<file path="src/rtl/pdp_pkg.sv">
package pdp_pkg;

    typedef enum logic [1:0] {
        SZ_BYTE = 2'd0,
        SZ_HALF = 2'd1,
        SZ_WORD = 2'd2,
        SZ_WALT = 2'd3
    } acc_size_e;

    // One byte-sized step of a host access
    typedef struct packed {
        logic       valid;
        logic       write;
        logic [3:0] ofs;
        logic [1:0] idx;
        logic       last;
        logic [7:0] wdata;
    } byte_op_t;

    function automatic logic [1:0] final_index(input logic [1:0] sz);
        case (acc_size_e'(sz))
            SZ_BYTE: return 2'd0;
            SZ_HALF: return 2'd1;
            default: return 2'd3;
        endcase
    endfunction

endpackage

</file>
<file path="src/rtl/pdp_seq.sv">
module pdp_seq
    import pdp_pkg::*;
(
    input  logic        clk,
    input  logic        rst_n,
    input  logic        req_valid,
    input  logic        req_write,
    input  logic [3:0]  req_ofs,
    input  logic [1:0]  req_size,
    input  logic [31:0] req_wdata,
    input  logic        hold,
    output logic        active,
    output logic        start,
    output byte_op_t    op
);

    typedef struct packed {
        logic        active;
        logic        write;
        logic [3:0]  base;
        logic [1:0]  idx;
        logic [1:0]  last;
        logic [31:0] wdata;
    } seq_st_t;

    seq_st_t q, d;

    always_comb begin
        d     = q;
        start = req_valid && !q.active && !hold;
        if (start) begin
            d.active = 1'b1;
            d.write  = req_write;
            d.base   = req_ofs;
            d.idx    = 2'd0;
            d.last   = final_index(req_size);
            d.wdata  = req_wdata;
        end else if (q.active) begin
            if (q.idx == q.last) d.active = 1'b0;
            else                 d.idx    = q.idx + 2'd1;
        end
        op.valid = q.active;
        op.write = q.write;
        op.ofs   = q.base + {2'b00, q.idx};
        op.idx   = q.idx;
        op.last  = (q.idx == q.last);
        op.wdata = q.wdata[{q.idx, 3'b000} +: 8];
        active   = q.active;
    end

    always_ff @(posedge clk) begin
        if (!rst_n) q <= '0;
        else        q <= d;
    end

    // A request arriving mid-access must not disturb the captured one
    assert_busy_ignore_R9: assert property (@(posedge clk) disable iff (!rst_n)
        (q.active && req_valid) |=> ($stable(q.base) && $stable(q.wdata) && $stable(q.last)));

endmodule

</file>
<file path="src/rtl/pdp_ptr.sv">
module pdp_ptr #(
    parameter int NUM_BUFS   = 4,
    parameter int BUF_BYTES  = 2048,
    parameter int PTR_LO_OFS = 6,
    parameter int PTR_HI_OFS = 7,
    parameter int WIN_BASE   = 8,
    localparam int OFS_W     = $clog2(BUF_BYTES),
    localparam int IDX_W     = $clog2(NUM_BUFS),
    localparam int MEM_AW    = IDX_W + OFS_W
) (
    input  logic              clk,
    input  logic              rst_n,
    input  logic              op_valid,
    input  logic              op_write,
    input  logic [3:0]        op_ofs,
    input  logic [7:0]        op_wdata,
    input  logic [IDX_W-1:0]  pkt_num,
    input  logic [IDX_W-1:0]  rx_head,
    output logic [MEM_AW-1:0] mem_addr,
    output logic              mem_rd,
    output logic              mem_wr,
    output logic [7:0]        mem_wdata,
    output logic              mem_read_byte,
    output logic [7:0]        reg_val
);

    localparam int         SRC_BIT = 15;
    localparam int         INC_BIT = 14;
    localparam logic [7:0] HI_MASK = 8'hF7;

    typedef struct packed {
        logic [15:0] ptr;
    } ptr_st_t;

    ptr_st_t q, d;

    logic             in_win, is_lo, is_hi;
    logic [1:0]       lane;
    logic [OFS_W-1:0] cur_ofs, sel_ofs;
    logic [IDX_W-1:0] buf_sel;

    always_comb begin
        d       = q;
        in_win  = (int'(op_ofs) >= WIN_BASE) && (int'(op_ofs) < WIN_BASE + 4);
        is_lo   = (int'(op_ofs) == PTR_LO_OFS);
        is_hi   = (int'(op_ofs) == PTR_HI_OFS);
        lane    = op_ofs[1:0] - 2'(WIN_BASE);
        cur_ofs = q.ptr[OFS_W-1:0];
        sel_ofs = q.ptr[INC_BIT] ? cur_ofs : cur_ofs + OFS_W'(lane);
        buf_sel = q.ptr[SRC_BIT] ? rx_head : pkt_num;
        if (op_valid) begin
            if (op_write && is_lo)
                d.ptr[7:0] = op_wdata;
            else if (op_write && is_hi)
                d.ptr[15:8] = op_wdata;
            else if (in_win && q.ptr[INC_BIT])
                d.ptr[OFS_W-1:0] = cur_ofs + OFS_W'(1);
        end
        if (is_lo)      reg_val = q.ptr[7:0];
        else if (is_hi) reg_val = q.ptr[15:8] & HI_MASK;
        else            reg_val = 8'h00;
        mem_addr      = {buf_sel, sel_ofs};
        mem_rd        = op_valid && in_win && !op_write;
        mem_wr        = op_valid && in_win && op_write;
        mem_wdata     = op_wdata;
        mem_read_byte = mem_rd;
    end

    always_ff @(posedge clk) begin
        if (!rst_n) q <= '0;
        else        q <= d;
    end

    assert_autoinc_step_R7: assert property (@(posedge clk) disable iff (!rst_n)
        (op_valid && in_win && q.ptr[INC_BIT]) |=>
        (q.ptr[OFS_W-1:0] == OFS_W'($past(q.ptr[OFS_W-1:0]) + 1) && $stable(q.ptr[15:OFS_W])));

    assert_plain_hold_R6: assert property (@(posedge clk) disable iff (!rst_n)
        (op_valid && in_win && !q.ptr[INC_BIT]) |=> $stable(q.ptr));

    assert_other_ofs_R10: assert property (@(posedge clk) disable iff (!rst_n)
        (op_valid && !in_win && !is_lo && !is_hi) |=> $stable(q.ptr));

endmodule

</file>
<file path="src/rtl/pdp_rdcol.sv">
module pdp_rdcol (
    input  logic        clk,
    input  logic        rst_n,
    input  logic        start,
    input  logic        op_valid,
    input  logic        op_write,
    input  logic [1:0]  op_idx,
    input  logic        op_last,
    input  logic        from_mem,
    input  logic [7:0]  reg_val,
    input  logic [7:0]  mem_rdata,
    output logic        pending,
    output logic        done,
    output logic [31:0] rdata
);

    typedef struct packed {
        logic        pend_v;
        logic        pend_wr;
        logic [1:0]  pend_idx;
        logic        pend_last;
        logic        pend_mem;
        logic [7:0]  pend_val;
        logic [31:0] rbuf;
        logic        done;
    } col_st_t;

    col_st_t q, d;

    always_comb begin
        d      = q;
        d.done = q.pend_v && q.pend_last;
        if (start) d.rbuf = '0;
        if (q.pend_v && !q.pend_wr)
            d.rbuf[{q.pend_idx, 3'b000} +: 8] = q.pend_mem ? mem_rdata : q.pend_val;
        d.pend_v    = op_valid;
        d.pend_wr   = op_write;
        d.pend_idx  = op_idx;
        d.pend_last = op_last;
        d.pend_mem  = from_mem;
        d.pend_val  = reg_val;
        pending     = q.pend_v;
        done        = q.done;
        rdata       = q.rbuf;
    end

    always_ff @(posedge clk) begin
        if (!rst_n) q <= '0;
        else        q <= d;
    end

endmodule

</file>
<file path="src/rtl/pdp_port.sv">
module pdp_port
    import pdp_pkg::*;
#(
    parameter int NUM_BUFS   = 4,
    parameter int BUF_BYTES  = 2048,
    parameter int PTR_LO_OFS = 6,
    parameter int PTR_HI_OFS = 7,
    parameter int WIN_BASE   = 8,
    localparam int OFS_W     = $clog2(BUF_BYTES),
    localparam int IDX_W     = $clog2(NUM_BUFS),
    localparam int MEM_AW    = IDX_W + OFS_W
) (
    input  logic              clk,
    input  logic              rst_n,
    input  logic              host_valid,
    input  logic              host_write,
    input  logic [3:0]        host_ofs,
    input  logic [1:0]        host_size,
    input  logic [31:0]       host_wdata,
    output logic              host_busy,
    output logic              host_done,
    output logic [31:0]       host_rdata,
    input  logic [IDX_W-1:0]  pkt_num,
    input  logic [IDX_W-1:0]  rx_head,
    output logic [MEM_AW-1:0] mem_addr,
    output logic              mem_rd,
    output logic              mem_wr,
    output logic [7:0]        mem_wdata,
    input  logic [7:0]        mem_rdata
);

    byte_op_t   op;
    logic       seq_active, seq_start, col_pending, read_byte;
    logic [7:0] reg_val;

    pdp_seq u_seq (
        .clk       (clk),
        .rst_n     (rst_n),
        .req_valid (host_valid),
        .req_write (host_write),
        .req_ofs   (host_ofs),
        .req_size  (host_size),
        .req_wdata (host_wdata),
        .hold      (col_pending),
        .active    (seq_active),
        .start     (seq_start),
        .op        (op)
    );

    pdp_ptr #(
        .NUM_BUFS   (NUM_BUFS),
        .BUF_BYTES  (BUF_BYTES),
        .PTR_LO_OFS (PTR_LO_OFS),
        .PTR_HI_OFS (PTR_HI_OFS),
        .WIN_BASE   (WIN_BASE)
    ) u_ptr (
        .clk           (clk),
        .rst_n         (rst_n),
        .op_valid      (op.valid),
        .op_write      (op.write),
        .op_ofs        (op.ofs),
        .op_wdata      (op.wdata),
        .pkt_num       (pkt_num),
        .rx_head       (rx_head),
        .mem_addr      (mem_addr),
        .mem_rd        (mem_rd),
        .mem_wr        (mem_wr),
        .mem_wdata     (mem_wdata),
        .mem_read_byte (read_byte),
        .reg_val       (reg_val)
    );

    pdp_rdcol u_col (
        .clk       (clk),
        .rst_n     (rst_n),
        .start     (seq_start),
        .op_valid  (op.valid),
        .op_write  (op.write),
        .op_idx    (op.idx),
        .op_last   (op.last),
        .from_mem  (read_byte),
        .reg_val   (reg_val),
        .mem_rdata (mem_rdata),
        .pending   (col_pending),
        .done      (host_done),
        .rdata     (host_rdata)
    );

    assign host_busy = seq_active | col_pending;

    assert_done_idle_R9: assert property (@(posedge clk) disable iff (!rst_n)
        host_done |-> !host_busy);

    assert_strobe_in_busy_R8: assert property (@(posedge clk) disable iff (!rst_n)
        (mem_rd || mem_wr) |-> host_busy);

    assert_read_pulse_R8: assert property (@(posedge clk) disable iff (!rst_n)
        mem_rd |=> (host_busy && !host_done));

endmodule

</file>
<file path="config.mk">
export PLATFORM = sky130hd
export DESIGN_NAME = pdp_port
export DESIGN_NICKNAME = d
export VERILOG_FILES = /design/src/rtl/pdp_pkg.sv /design/src/rtl/pdp_seq.sv /design/src/rtl/pdp_ptr.sv /design/src/rtl/pdp_rdcol.sv /design/src/rtl/pdp_port.sv
export SDC_FILE = /design/constraint.sdc
export NUM_CORES = 1
export LEC_CHECK = 0
export CORE_MARGIN = 5
export CORE_UTILIZATION = 35
export CTS_BUF_LIST = sky130_fd_sc_hd__clkbuf_2
export DETAILED_ROUTE_END_ITERATION = 10
export RECOVER_POWER = 25
export REMOVE_ABC_BUFFERS = 1
export SLEW_MARGIN = 20
export SYNTH_ARGS = -nofsm -noshare
export SYNTH_HDL_FRONTEND = slang
export SYNTH_SLANG_ARGS = --single-unit
</file>
<file path="constraint.sdc">
create_clock -name clk -period 2.96 [get_ports clk]
set_clock_uncertainty 0.15 [all_clocks]
set_input_delay 0.592 -clock clk [delete_from_list [all_inputs] [get_ports clk]]
set_output_delay 0.592 -clock clk [all_outputs]
set_load 0.01 [all_outputs]
</file>
==> impl_metrics.ini <==
[status]
status = complete, but fails checks
violations = setup timing

[timing]
fin_ws_ns = -0.741
relSlewSlack_pct = 63.6
rsz0062_at_grt = yes
slew_violations = 0
layout_min_cycle_time_ns = 3.70
max_freq_mhz = 270
timing_worst_slew_pin_value_ns = 0.546
min_period_over_period_pct = 125
hold_viol = 0
hold_ws_ns = 0.322
setup_viol = 19

[floorplanning]
core_region_area_um2 = 13800
die_x_um = 128
rows = 43
initial_utilization_pct = 35.5
die_height_um = 128
dieArea_um2 = 16500
ios = 111

[detailed_routing]
drt-total-wl_mm = 12.8
dr.pass1.iters = 4
first_iter_violations = 255
vias = 4091
routedWlPerCell_um = 15.7
drc = 0
ant_nets = 0
via_per_inst = 5.03

[setup_path]
worstPathCellList = ha_4, fa_1, inv_2, fa_2, nor2_4, and3_4, nand3_4, nor2_2, xor2_1, buf_2
endpoint_kind = output pin
required_ns = 2.22
path_buf_inv = 2
crit_family = adder cells
start_kind = register
r2r_cells = 11
slowest_delay_ns = 0.56
critPathArrivalTime_ns = 2.96
path_depth = 10
cp_max_fo = 3
crit_type = register to output pin
slowest_stage = fa_1

[power]
power_density_nw_per_um2 = 390
leakage_nw = 2.32
peakVddDrop_v = 0.000194

[synthesis]
synthFlopType = dfxtp_1
synth_edf_count = 0
synth_top_area_cell = dfxtp_1
ys_ff_latch = 104
syn_avg_cell_area_um2 = 9.14
yosysTopAreaCellShare_pct = 42.4
synthesis.area_um2 = 4910
yosysSeqAreaShare_pct = 42.4
yosysWarnings = 0
async_flop_share_pct = 0
synth_cells = 537
synth_cell_types = 56
ys_top_cells_by_area = dfxtp_1 (42%), nand2_1 (7.3%), buf_4 (6.3%)

[clocking]
h-tree-depth = 3
cts_tree = done
cts_num_sinks = 104
numCtsBuffers = 9
clockBufferDepth = 2
clk_pin_slew_worst_paths_ns = 0.23
insertion_delay_ns = 0.59
cts-root-buf = clkbuf_2
hold_buffers = 0

[hold_path]
hold_class = register to register
whs_path_depth = 2

[global_route]
track_usage_pct = 15.4
antenna_found_initial = 1
grt_max_degree = 41
grt_pass1_vias = 4033
grt_pass1_wl_mm = 20.4
grt.overflow.total = 0

[layout]
nNetsFinal = 695
final_layout_size_suffix_gt1_share_pct = 16.6
area_delta_synth_final_pct = 28.0
fin_area_um2 = 6280

[placed_design]
port_buffers = 110
dp_hpwl_mm = 9.54
dp_worst_setup_slack_ns = -0.771
globalplace.congestion = 0.880
place_area_um2 = 6000

[job]
cap_violations = 0
==> report_power, final <==
part	leakage, nW	total, mW	internal [mW]	switching, mW
Combinational	1.40	0.348	0.175	0.173
Sequential	0.846	1.47	1.45	0.0272
Clock	0.0690	0.630	0.187	0.443
Total	2.32	2.45	1.81	0.643
==> registers in the layout, summed over array words and instances, names as in the netlist <==
register and flops:
u_col.done 1, u_col.pending 1, u_col.q 13, u_col.rdata 32
u_ptr.q 15, u_seq.active 1, u_seq.op 3, u_seq.q 38
==> Yosys cell counts, types with 3 or more instances <==
library cell	instances
a21o_1	3
a21oi_1	47
a32o_1	6
and2_1	4
and3_1	4
buf_1	3
buf_2	5
buf_4	41
buf_6	4
clkbuf_1	17
dfxtp_1	104
ha_1	10
inv_1	12
mux2_2	3
mux2i_1	20
mux4_2	8
nand2_1	96
nand2b_1	3
nand3_1	16
nand4_1	4
nor2_1	28
nor3_1	12
o22ai_1	4
o2bb2ai_1	32
xnor2_1	8
xor2_1	7
==> metrics by stage <==
step,util [%],instances,setup TNS (ns),power (mW)
after detailed placement,43.4,786,-5.06,1.84
after CTS,44.9,807,-8.34,2.47
after global placement,43.4,786,-4.59,1.83
final,45.4,814,-7.42,2.45
after global routing,45.4,814,-10.40,2.57
after floorplan,-,466,-2.14,1.66
==> final cells by class <==
type | count | area, um^2
fillers | 1358 | 7540
multi-input cells | 349 | 2430
flip-flops and latches | 104 | 2090
repair buffers | 152 | 1390
well taps | 180 | 225
clock buffers | 10 | 50.0
clock inverters | 5 | 48.8
inverters | 13 | 48.8
diodes | 1 | 2.50
==> path summary, 6_finish.rpt <==
| kind | start | endpoint | slack [ns] |
|---|---|---|---|
| max | u_seq.op[9]$_SDFFE_PP0P_ | mem_addr[10] | -0.74 |
| min | u_seq.q[31]$_SDFFE_PN0P_ | u_seq.q[31]$_SDFFE_PN0P_ | 0.32 |
| max reg2reg | u_seq.op[10]$_SDFFE_PP0P_ | u_ptr.q[6]$_SDFFE_PN0P_ | 0.21 |
| min reg2reg | u_seq.q[31]$_SDFFE_PN0P_ | u_seq.q[31]$_SDFFE_PN0P_ | 0.32 |
==> cell usage in the layout, fill, tap and decap left out, drive strengths merged, types with 13 or more instances in the layout <==
master	synthesis	layout
clkdlybuf4s50	0	95
mux2i	20	20
buf	53	54
dfxtp	104	104
nand2	96	96
nor2	28	28
inv	13	13
a21oi	48	48
o2bb2ai	32	32
nand3	17	17
==> repair_timing <==
item,CTS,global route
gates resized for setup,79,7
pin swaps,11,2
endpoints found under the setup margin,21,20
endpoints found under the hold margin,0,0
setup buffers,6,7
==> cell families after synthesis <==
| group | after synthesis | share of synthesized area, % |
|---|---|---|
| and+or+nand+nor | 181 | 16.6 |
| AOI/OAI and AO/OA | 110 | 16.2 |
| DFF | 104 | 42.4 |
| buffers and inverters | 84 | 10.3 |
| muxes | 31 | 8.44 |
| xor gates and xnor gates | 15 | 2.68 |
| adders and majority gates | 12 | 3.36 |
==> metal layers <==
metal / up-vias / track usage, % / share of wire (%)
met4: 0 / 4.68 / 1.6
met2: 152 / 25.2 / 46
met5: - / 0 / 0
met3: 22 / 4.44 / 6.9
met1: 1900 / 19.7 / 46
li1: 2017 / - / -
==> worst min-delay path, stage by stage (launching register included) <==
cell and delay, ns:
dfxtp_1 0.36, nand2_1 0.05, a21oi_1 0.05
(Power assumes the default switching activity.)
